`src/rtl/dr_pkg.sv`:
```
package dr_pkg;
  typedef enum logic [1:0] {
    ST_RUN       = 2'd0,
    ST_BLOCKED   = 2'd1,
    ST_UNBLOCKING = 2'd2,
    ST_SQUASHING = 2'd3
  } thr_state_e;
endpackage

```
`src/rtl/dr_lane_eval.sv`:
```
module dr_lane_eval #(
  parameter int AW         = 32,
  parameter int ISZ        = 4,
  parameter bit DELAY_SLOT = 1'b0
) (
  input  logic          valid,
  input  logic          known,
  input  logic [AW-1:0] pc,
  input  logic [AW-1:0] npc,
  input  logic [AW-1:0] nnpc,
  input  logic [AW-1:0] pred,
  input  logic [AW-1:0] tgt,
  output logic          miss,
  output logic [AW-1:0] redir_pc,
  output logic [AW-1:0] redir_npc,
  output logic          taken
);
  localparam logic [AW-1:0] ISZ_W = AW'(ISZ);

  logic [AW-1:0] pc_step;
  logic [AW-1:0] npc_step;
  logic [AW-1:0] tgt_step;
  logic          taken_flat;
  logic          taken_slot;

  always_comb begin
    pc_step    = pc + ISZ_W;
    npc_step   = npc + ISZ_W;
    tgt_step   = tgt + ISZ_W;
    taken_flat = (npc != pc_step);
    taken_slot = (nnpc != npc_step);
    miss       = valid & known & (tgt != pred);
    redir_pc   = DELAY_SLOT ? pc_step : tgt;
    redir_npc  = DELAY_SLOT ? tgt : tgt_step;
    taken      = DELAY_SLOT ? taken_slot : taken_flat;
  end
endmodule

```
`src/rtl/dr_first_pick.sv`:
```
module dr_first_pick #(
  parameter int LANES = 4,
  localparam int LIW  = (LANES > 1) ? $clog2(LANES) : 1
) (
  input  logic [LANES-1:0] miss,
  input  logic [LANES-1:0] valid,
  output logic             hit,
  output logic [LIW-1:0]   idx,
  output logic             rest
);
  always_comb begin
    hit  = 1'b0;
    idx  = '0;
    rest = 1'b0;
    for (int i = 0; i < LANES; i++) begin
      if (hit && valid[i]) rest = 1'b1;
      if (!hit && miss[i]) begin
        hit = 1'b1;
        idx = LIW'(i);
      end
    end
  end
endmodule

```
`src/rtl/dr_thread_msg.sv`:
```
module dr_thread_msg #(
  parameter int AW   = 32,
  parameter int SEQW = 16,
  parameter int UPCW = 4
) (
  input  logic            clk,
  input  logic            rst_n,
  input  logic            fire,
  input  logic            stalled,
  input  logic            more,
  input  logic [SEQW-1:0] seq,
  input  logic [UPCW-1:0] upc,
  input  logic [AW-1:0]   rpc,
  input  logic [AW-1:0]   rnpc,
  input  logic            taken,
  output logic            mispredict,
  output logic            pred_bad,
  output logic            squash,
  output logic [SEQW-1:0] done_seq,
  output logic [UPCW-1:0] next_upc,
  output logic [AW-1:0]   next_pc,
  output logic [AW-1:0]   next_npc,
  output logic            taken_o,
  output logic            unblock,
  output logic            blk
);
  logic            en;
  logic            mp_n, pb_n, sq_n, tk_n, ub_n, bk_n;
  logic [SEQW-1:0] seq_n;
  logic [UPCW-1:0] upc_n;
  logic [AW-1:0]   pc_n, npc_n;

  always_comb begin
    en    = fire | squash;
    mp_n  = fire;
    pb_n  = fire;
    sq_n  = fire;
    tk_n  = fire & taken;
    ub_n  = fire & stalled;
    bk_n  = fire & more;
    seq_n = fire ? seq  : '0;
    upc_n = fire ? upc  : '0;
    pc_n  = fire ? rpc  : '0;
    npc_n = fire ? rnpc : '0;
  end

  always_ff @(posedge clk or negedge rst_n) begin
    if (!rst_n) begin
      mispredict <= 1'b0;
      pred_bad   <= 1'b0;
      squash     <= 1'b0;
      taken_o    <= 1'b0;
      unblock    <= 1'b0;
      blk        <= 1'b0;
      done_seq   <= '0;
      next_upc   <= '0;
      next_pc    <= '0;
      next_npc   <= '0;
    end else if (en) begin
      mispredict <= mp_n;
      pred_bad   <= pb_n;
      squash     <= sq_n;
      taken_o    <= tk_n;
      unblock    <= ub_n;
      blk        <= bk_n;
      done_seq   <= seq_n;
      next_upc   <= upc_n;
      next_pc    <= pc_n;
      next_npc   <= npc_n;
    end
  end

  AST_UNBLOCK_WITH_SQUASH: assert property (@(posedge clk) disable iff (!rst_n)
    unblock |-> squash);
  AST_BLOCK_WITH_SQUASH: assert property (@(posedge clk) disable iff (!rst_n)
    blk |-> squash);
  AST_FLAGS_PAIRED: assert property (@(posedge clk) disable iff (!rst_n)
    squash |-> (mispredict && pred_bad));
endmodule

```
`src/rtl/dec_redirect.sv`:
```
module dec_redirect #(
  parameter int AW         = 32,
  parameter int SEQW       = 16,
  parameter int UPCW       = 4,
  parameter int LANES      = 4,
  parameter int THREADS    = 2,
  parameter int ISZ        = 4,
  parameter int CNTW       = 16,
  parameter bit DELAY_SLOT = 1'b0,
  localparam int LIW       = (LANES > 1) ? $clog2(LANES) : 1,
  localparam int TIDW      = (THREADS > 1) ? $clog2(THREADS) : 1
) (
  input  logic                          clk,
  input  logic                          rst_n,
  input  logic [TIDW-1:0]               grp_tid,
  input  logic [THREADS-1:0][1:0]       thr_state,
  input  logic [LANES-1:0]              ln_valid,
  input  logic [LANES-1:0]              ln_known,
  input  logic [LANES-1:0][SEQW-1:0]    ln_seq,
  input  logic [LANES-1:0][AW-1:0]      ln_pc,
  input  logic [LANES-1:0][AW-1:0]      ln_npc,
  input  logic [LANES-1:0][AW-1:0]      ln_nnpc,
  input  logic [LANES-1:0][AW-1:0]      ln_pred,
  input  logic [LANES-1:0][AW-1:0]      ln_tgt,
  input  logic [LANES-1:0][UPCW-1:0]    ln_upc,
  output logic [THREADS-1:0]            fx_mispredict,
  output logic [THREADS-1:0]            fx_pred_bad,
  output logic [THREADS-1:0]            fx_squash,
  output logic [THREADS-1:0][SEQW-1:0]  fx_done_seq,
  output logic [THREADS-1:0][UPCW-1:0]  fx_next_upc,
  output logic [THREADS-1:0][AW-1:0]    fx_next_pc,
  output logic [THREADS-1:0][AW-1:0]    fx_next_npc,
  output logic [THREADS-1:0]            fx_taken,
  output logic [THREADS-1:0]            fx_unblock,
  output logic [THREADS-1:0]            blk_req,
  output logic                          fix_valid,
  output logic [LIW-1:0]                fix_lane,
  output logic [AW-1:0]                 fix_pc,
  output logic [AW-1:0]                 fix_npc,
  output logic [UPCW-1:0]               fix_upc,
  output logic [CNTW-1:0]               mispred_cnt
);
  import dr_pkg::*;

  logic [LANES-1:0]         miss;
  logic [LANES-1:0][AW-1:0] rpc;
  logic [LANES-1:0][AW-1:0] rnpc;
  logic [LANES-1:0]         rtaken;
  logic                     hit;
  logic [LIW-1:0]           idx;
  logic                     rest;
  logic                     stalled;
  thr_state_e               cur_state;

  for (genvar l = 0; l < LANES; l++) begin : g_lane
    dr_lane_eval #(.AW(AW), .ISZ(ISZ), .DELAY_SLOT(DELAY_SLOT)) u_eval (
      .valid     (ln_valid[l]),
      .known     (ln_known[l]),
      .pc        (ln_pc[l]),
      .npc       (ln_npc[l]),
      .nnpc      (ln_nnpc[l]),
      .pred      (ln_pred[l]),
      .tgt       (ln_tgt[l]),
      .miss      (miss[l]),
      .redir_pc  (rpc[l]),
      .redir_npc (rnpc[l]),
      .taken     (rtaken[l])
    );
  end

  dr_first_pick #(.LANES(LANES)) u_pick (
    .miss  (miss),
    .valid (ln_valid),
    .hit   (hit),
    .idx   (idx),
    .rest  (rest)
  );

  always_comb begin
    cur_state = thr_state_e'(thr_state[grp_tid]);
    stalled   = (cur_state == ST_BLOCKED) || (cur_state == ST_UNBLOCKING);
  end

  for (genvar t = 0; t < THREADS; t++) begin : g_thr
    logic fire_t;
    assign fire_t = hit && (grp_tid == TIDW'(t));
    dr_thread_msg #(.AW(AW), .SEQW(SEQW), .UPCW(UPCW)) u_msg (
      .clk        (clk),
      .rst_n      (rst_n),
      .fire       (fire_t),
      .stalled    (stalled),
      .more       (rest),
      .seq        (ln_seq[idx]),
      .upc        (ln_upc[idx]),
      .rpc        (rpc[idx]),
      .rnpc       (rnpc[idx]),
      .taken      (rtaken[idx]),
      .mispredict (fx_mispredict[t]),
      .pred_bad   (fx_pred_bad[t]),
      .squash     (fx_squash[t]),
      .done_seq   (fx_done_seq[t]),
      .next_upc   (fx_next_upc[t]),
      .next_pc    (fx_next_pc[t]),
      .next_npc   (fx_next_npc[t]),
      .taken_o    (fx_taken[t]),
      .unblock    (fx_unblock[t]),
      .blk        (blk_req[t])
    );
  end

  // corrected prediction fields for the offending instruction
  logic           fix_en;
  logic           fix_valid_n;
  logic [LIW-1:0] fix_lane_n;
  logic [AW-1:0]  fix_pc_n, fix_npc_n;

  always_comb begin
    fix_en      = hit | fix_valid;
    fix_valid_n = hit;
    fix_lane_n  = hit ? idx       : '0;
    fix_pc_n    = hit ? rpc[idx]  : '0;
    fix_npc_n   = hit ? rnpc[idx] : '0;
  end

  always_ff @(posedge clk or negedge rst_n) begin
    if (!rst_n) begin
      fix_valid <= 1'b0;
      fix_lane  <= '0;
      fix_pc    <= '0;
      fix_npc   <= '0;
    end else if (fix_en) begin
      fix_valid <= fix_valid_n;
      fix_lane  <= fix_lane_n;
      fix_pc    <= fix_pc_n;
      fix_npc   <= fix_npc_n;
    end
  end

  assign fix_upc = '0;

  // mispredict counter
  logic            cnt_en;
  logic [CNTW-1:0] cnt_n;

  always_comb begin
    cnt_en = hit;
    cnt_n  = mispred_cnt + CNTW'(1);
  end

  always_ff @(posedge clk or negedge rst_n) begin
    if (!rst_n)       mispred_cnt <= '0;
    else if (cnt_en)  mispred_cnt <= cnt_n;
  end

  AST_ONE_THREAD: assert property (@(posedge clk) disable iff (!rst_n)
    $onehot0(fx_squash));
  AST_CNT_STEP: assert property (@(posedge clk) disable iff (!rst_n)
    (|fx_squash) |-> (mispred_cnt == $past(mispred_cnt) + CNTW'(1)));
  AST_CNT_HOLD: assert property (@(posedge clk) disable iff (!rst_n)
    !(|fx_squash) |-> $stable(mispred_cnt));
  AST_FIX_TRACKS_SQUASH: assert property (@(posedge clk) disable iff (!rst_n)
    fix_valid == (|fx_squash));
  AST_NO_MISS_NO_FIRE: assert property (@(posedge clk) disable iff (!rst_n)
    (miss == '0) |=> (fx_squash == '0));
endmodule

```
`config.mk`:
```
export PLATFORM = sky130hd
export DESIGN_NAME = dec_redirect
export DESIGN_NICKNAME = d
export VERILOG_FILES = /design/src/rtl/dr_pkg.sv /design/src/rtl/dr_lane_eval.sv /design/src/rtl/dr_first_pick.sv /design/src/rtl/dr_thread_msg.sv /design/src/rtl/dec_redirect.sv
export SDC_FILE = /design/constraint.sdc
export NUM_CORES = 1
export LEC_CHECK = 0
export BUFFER_PORTS_ARGS = -buffer_cell sky130_fd_sc_hd__buf_2
export CORE_AREA = 8 8 379 381
export DETAILED_ROUTE_END_ITERATION = 12
export DIE_AREA = 0 0 387 389
export SYNTH_ARGS = -nofsm -noshare
export SYNTH_HDL_FRONTEND = slang
export SYNTH_HIERARCHICAL = 1
export SYNTH_SLANG_ARGS = --single-unit
```
`constraint.sdc`:
```
create_clock -name clk -period 2.1 [get_ports clk]
set_input_delay 0.105 -clock clk [delete_from_list [all_inputs] [get_ports clk]]
set_output_delay 0.105 -clock clk [all_outputs]
set_load 0.01 [all_outputs]
```
# ---- Word level (Yosys, flattened, before mapping)
# Index checks and enable logic that the tools add are counted.
dict set report classes {
  mux 33
  n_lt_le_gt_ge 2
  n_addsub 9
  bitwise 18
  multipliers 0
  reduce_logical 12
  shift 0
  eq_ne 10
  div 0
}
# cell count
set op_table {}
lappend op_table {{32-bit by 3-bit adder with 32-bit output, second input constant} 8}
lappend op_table {{32-bit two-way mux} 8}
lappend op_table {{32-bit != test} 8}
lappend op_table {{32-bit binary-select mux with 2-bit select} 2}
lappend op_table {{16-bit two-way mux} 3}
lappend op_table {{16-bit binary-select mux with 2-bit select} 1}
lappend op_table {{16-bit by 1-bit adder with 16-bit output, second input constant} 1}
lappend op_table {{1-bit AND} 14}
lappend op_table {{4-bit two-way mux} 3}
lappend op_table {{2-bit two-way mux} 5}
lappend op_table {{1-bit two-way mux} 9}
lappend op_table {{4-bit binary-select mux with 2-bit select} 1}
lappend op_table {{1-bit logical AND} 8}
lappend op_table {{1-bit logical NOT} 3}
lappend op_table {{2-bit by 3-bit less-than comparator with 1-bit output, second input constant} 1}
lappend op_table {{1-bit OR} 3}
lappend op_table {{1-bit binary-select mux with 2-bit select} 1}
lappend op_table {{2-bit by 1-bit equality test with 1-bit output, second input constant} 1}
lappend op_table {{2-bit equality test, second input constant} 1}
lappend op_table {{1-bit by 2-bit less-than comparator with 1-bit output, second input constant} 1}
lappend op_table {{1-bit logical OR} 1}
lappend op_table {{1-bit inverter} 1}
dict set report totals {
  input_bits 735
  output_inout_bits 267
  ramBits 0
  memories 0
  romBits 0
  latch_bits 0
  reg_bits 259
}

# ---- Longest topological paths before layout
dict set report logic_depth {
  depth_word 15
  ltp_mapped 15
}

# ---- Cells and area by module
# Netlist, hierarchy kept.
# module seq_area_each_um2 area_each_um2 n_inst cells_per_inst
set by_module_without_submodules {}
lappend by_module_without_submodules {dr_lane_eval 0.0 2154.6 4 300}
lappend by_module_without_submodules {dr_thread_msg 2202.1 3113.0 2 198}
lappend by_module_without_submodules {dec_redirect 2077.0 5122.4 1 323}
lappend by_module_without_submodules {dr_first_pick 0.0 50.0 1 10}

# ---- Least setup slack after synthesis
# No wires, ideal clock.
dict set report synth_path {
  path_type {input port to flip-flop}
  start {input port ln_pc[100] (netlist bit)}
  end {register g_thr[0].u_msg.taken_o}
  n_path_buf 1
  t_required_ps 1979
  setup_slack_ps -719
  cell_stages 10
  arrival_ps 2698
  path_cell_list {clkbuf_2 nand3_2 or4_4 nor4_4 nand3_1 xnor2_1 a2111oi_1 nand4_1 mux4_2 a22o_1}
}
dict set report synth_between {
  elab_chain_len 5
}
# item line
set synth_lines {}
lappend synth_lines {{start, declared} dec_redirect.sv:20} ;# input logic [LANES-1:0][AW-1:0] ln_pc,
lappend synth_lines {{32-bit by 3-bit adder with 32-bit output} dr_lane_eval.sv:27} ;# pc_step = pc + ISZ_W;
lappend synth_lines {{32-bit != test} dr_lane_eval.sv:30} ;# taken_flat = (npc != pc_step);
lappend synth_lines {{net rtaken[3]} dec_redirect.sv:48} ;# logic [LANES-1:0] rtaken;
lappend synth_lines {{1-bit binary-select mux with 2-bit select} dec_redirect.sv:97} ;# .taken (rtaken[idx]),
lappend synth_lines {{1-bit two-way mux (not written as such)} dec_redirect.sv:97}
lappend synth_lines {{1-bit AND} dr_thread_msg.sv:38} ;# tk_n = fire & taken;
lappend synth_lines {{end signal, assigned} dr_thread_msg.sv:63} ;# taken_o <= tk_n;
lappend synth_lines {{end, declared} dr_thread_msg.sv:23} ;# output logic taken_o,
# The timed path passes the listed nets, and every way through them passes these cells. The select of a mux whose other input is x is not followed.
# A chain may end at the register's enable or synchronous reset.

# ---- Final worst setup path
dict set report layout_path {
  start {input port ln_tgt[72] (netlist bit)}
  end {register g_thr[1].u_msg.next_pc[9]}
}
dict set report layout_between {
  elab_chain_len 10
  word_cells_on_any_way 14
  classes_between {eq/ne (1); mux (7); bitwise (2); reduce/logical (4)}
}
# item line
set layout_lines {}
lappend layout_lines {{start, declared} dec_redirect.sv:24} ;# input logic [LANES-1:0][AW-1:0] ln_tgt,
lappend layout_lines {{32-bit != test (*)} dr_lane_eval.sv:32} ;# miss = valid & known & (tgt != pred);
lappend layout_lines {{1-bit AND (*)} dr_lane_eval.sv:32}
lappend layout_lines {{net miss[2]} dec_redirect.sv:45} ;# logic [LANES-1:0] miss;
lappend layout_lines {{1-bit logical AND (*)} dr_first_pick.sv:17} ;# if (!hit && miss[i]) begin
lappend layout_lines {{1-bit two-way mux} dr_first_pick.sv:17}
lappend layout_lines {{1-bit logical NOT} dr_first_pick.sv:17}
lappend layout_lines {{1-bit logical AND} dr_first_pick.sv:17}
lappend layout_lines {{2-bit two-way mux (*)} dr_first_pick.sv:17}
lappend layout_lines {{net idx[0]} dec_redirect.sv:50} ;# logic [LIW-1:0] idx;
lappend layout_lines {{32-bit binary-select mux with 2-bit select (*)} dec_redirect.sv:95} ;# .rpc (rpc[idx]),
lappend layout_lines {{32-bit two-way mux (not written as such) (*)} dec_redirect.sv:95}
lappend layout_lines {{32-bit two-way mux (*)} dr_thread_msg.sv:43} ;# pc_n = fire ? rpc : '0;
lappend layout_lines {{end signal, assigned} dr_thread_msg.sv:68} ;# next_pc <= pc_n;
lappend layout_lines {{end, declared} dr_thread_msg.sv:21} ;# output logic [AW-1:0] next_pc,
# Mark *: on every way through the listed nets, which the timed path passes. The rest lies on a longest branch. The select of a mux whose other input is x is not followed.

==> results.md <==
* Failing checks: negative setup slack
* Peak supply drop at 0.000524 V
* GPL Wtd Cong at 0.947
* Met1 Use GR at 24.2%
* Core Region at 138000 sq um
* Post-synthesis sequential area ratio at 32.4%
* NumNets Final at 3989
* Fin worst setup slack at -0.718 ns
* Initial antenna violation count at 53
* Relative slew slack at 56.5%
* Synth-to-Final Area Change at 63.5%
* Pwr Density at 634 nW/um^2
* Worst-Skew Late Latency at 0.59 ns
* Final setup violation count at 255
* DP HPWL at 119000 um
* Routed Antenna Nets at 0
* Setup TNS Final at -141.86 ns
* Warnings, synthesis at 6
* Max Freq at 0.355 GHz
* Fin. Hold Viols at 0
* CP required at 2.55 ns
* Pleak at 14.8 nW
* Vias in the first global route at 23100
* DIE HEIGHT at 389 um
* Row count at 137
* Final Max Slew Viols at 0
* Vias at 22800
* Cell count after synthesis at 1929
* Nature of the critical path endpoint: flip-flop
* Detailed Route Iter0 Violations at 1986
* RSZ-0062 raised after global routing: true
* Skew final at ~0.037 ns
* # H-tree levels at 2
* Crit Path Category: input pin to flip-flop
* CTS Buffer Depth at 3
* Initial core utilization at 14.5%
* Max_cap viols at 0
* Largest net degree at the start of global routing at 61
* CTS Root Buffer Type: clkbuf_16
* Clk sink count at 259
* Layout cells sized above 1 at 50.9%
* WL/cell at around 28 um
* EDFF count, synth at 0
* First-pass GRT wire length at 190000 um
* Worst Tran Pin Value at between 0.6 and 0.7 ns
* Status: finished with violations
* Overall die width at roughly 390 um
* Flops & latches, synth at 259
* WHS at around 0.084 ns
* Global route overflow at 0
* GRT Resource Usage Total at 17.8%
* Avg Inst Size Synth at 10.4 sq um
* Synth async-reset ratio at 100%
* Min Tclk post-route at between 2 and 3 ns
* Kind of start point of the critical path: input pin
* Cell area after layout at approximately 33000 sq um
* CTS tree: done
* Pre-Repair DR Iteration Count at 5
* PortBufs at 869
* Post-place instance area at 29500 sq um
* Worst path arrival time at 3.27 ns
* Top_reg_cell synth: dfrtp_1
* Hold Path Class: input pin to asynchronous set/reset pin
* Post-synth cell types at 52
* Met3 Resource Use GR at 7.24%
* Die ar. at 151000 sq um
* Vias/cell at 4.47
* Drt drc at 0
* Max Fanout on Critical Path at 7
* CTS buffer count at 36
* I/O Pins at 1002
* Clock-pin slew on the worst setup and hold paths at 0.06 ns
* Final period util at 134%
* Gr busiest metal: met2
* Global-route met2 utilization at 26.0%
* Drt total wl at 141000 um
* Cell area after synthesis at 20000 sq um
[layout by cell type (no fill, tap or decap), drive strengths merged, types with 9 or more instances in the layout]
cell type    netlist  layout
a21oi             13      13
a22o             240     240
and3              25      25
buf              192    1420
clkbuf            40      47
dfrtp            259     259
diode              0      18
dlygate4sd3        0      82
ha                 9       9
inv               26      29
mux2i             12      12
mux4              85      85
nand2            105     105
nand2b            13      13
nand3             77      77
nand3b            12      12
nand4            107     107
nor2             104     104
nor3              11      11
nor4              27      27
o211ai            16      16
o21ai             17      17
or4               12      12
xnor2            335     335
xor2              98      98
[through the flow]
step           cells  setup slack [ns]  util (%)  total power [W]
5_1_grt         5080            -0.752      23.7           0.0216
3_5_place_dp    4901             -1.76      21.4           0.0138
2_1_floorplan   1932            -0.446         -          0.00941
4_1_cts         5073            -0.500      23.6           0.0209
3_3_place_gp    4901             -1.78      21.4           0.0137
6_report        5093            -0.718      23.7           0.0207
[synthesized netlist by cell type, drive strengths merged (17+ instances only)]
| cell | n | area, sq um |
|---|---|---|
| nor2 | 104 | 405 |
| nand4 | 107 | 790 |
| nand2 | 105 | 394 |
| xnor2 | 335 | 2930 |
| o21ai | 17 | 85.1 |
| xor2 | 98 | 858 |
| clkbuf | 40 | 155 |
| and3 | 25 | 156 |
| dfrtp | 259 | 6480 |
| mux4 | 85 | 1910 |
| nor4 | 27 | 289 |
| inv | 26 | 97.6 |
| buf | 192 | 1430 |
| a22o | 240 | 2100 |
| nand3 | 77 | 405 |
[flip-flops by register name, summed over array words and instances (netlist names)]
| register | flops |
|---|---|
| fix_valid | 1 |
| g_thr.u_msg/next_npc | 64 |
| g_thr.u_msg/blk | 2 |
| fix_npc | 32 |
| g_thr.u_msg/taken_o | 2 |
| g_thr.u_msg/done_seq | 32 |
| mispred_cnt | 16 |
| g_thr.u_msg/next_upc | 8 |
| g_thr.u_msg/next_pc | 64 |
| g_thr.u_msg/squash | 2 |
| g_thr.u_msg/unblock | 2 |
| fix_pc | 32 |
| fix_lane | 2 |
[metal layers]
layer | part of all wire [%] | vias up | wire [um]
li1 | - | 9703 | -
met1 | 44 | 11300 | 61800
met2 | 42 | 1494 | 58900
met3 | 12 | 218 | 16500
met4 | 2.8 | 42 | 3960
met5 | 0.18 | - | 260
[worst max-delay path, stage by stage]
cell and delay (ns):
buf_2 0.15, xnor2_1 0.49, buf_4 0.22, nand4_1 0.07, nor4_1 0.32, a21oi_1 0.14
nand2b_4 0.18, a21oi_4 0.20, buf_6 0.16, buf_16 0.19, buf_4 0.17, mux4_2 0.59
a22o_1 0.25
[area by class of cell]
class / count / area [sq um]
Fill cell: 14800 / 105000
Clock buffer: 45 / 975
Antenna cell: 18 / 45.0
Inverter: 26 / 97.6
Multi-Input combinational cell: 1415 / 12500
Clock inverter: 16 / 234
Tap cell: 1807 / 2260
Sequential cell: 259 / 6480
Timing Repair Buffer: 1507 / 10100
[what timing repair did]
action,in CTS,in global routing
gates resized for setup,112,11
pin swaps,35,3
endpoints found under the setup margin,259,256
buffers inserted,26,2
gates cloned,8,2
hold endpoints to repair,275,0
hold buffers,82,0
[path summary, 6_finish.rpt]
path                                      start                   endpoint  slack [ns]  depth (start not counted)
worst max-delay path                 ln_tgt[72]  g_thr[1].u_msg/next_pc[9]       -0.72                         13
worst min-delay path                      rst_n                 fix_pc[12]        0.08                          2
worst max register to register   mispred_cnt[4]            mispred_cnt[13]        0.39                          5
worst min register to register  mispred_cnt[15]            mispred_cnt[15]        0.47                          1
max in group asynchronous                 rst_n  g_thr[1].u_msg/next_pc[4]        1.24                          3
min in group clk                     ln_tgt[67]                  fix_pc[3]        0.15                          3
[where the power goes]
group / internal, W / total, W / switching [W]
registers: 0.00576 / 0.00646 / 0.000702
logic: 0.00361 / 0.00785 / 0.00424
clock network: 0.00382 / 0.00643 / 0.00262
[cells by family after synthesis]
logic type,after synthesis,synth area share [%]
other,1,0.0187
adders and majority gates,9,0.563
and+or+nand+nor,527,15.2
muxes,102,10.4
xor gates and xnor gates,433,18.9
AOI/OAI and AO/OA,340,14.1
DFF,259,32.4
buffers and inverters,258,8.39
Power figures use the tool's default switching activity.
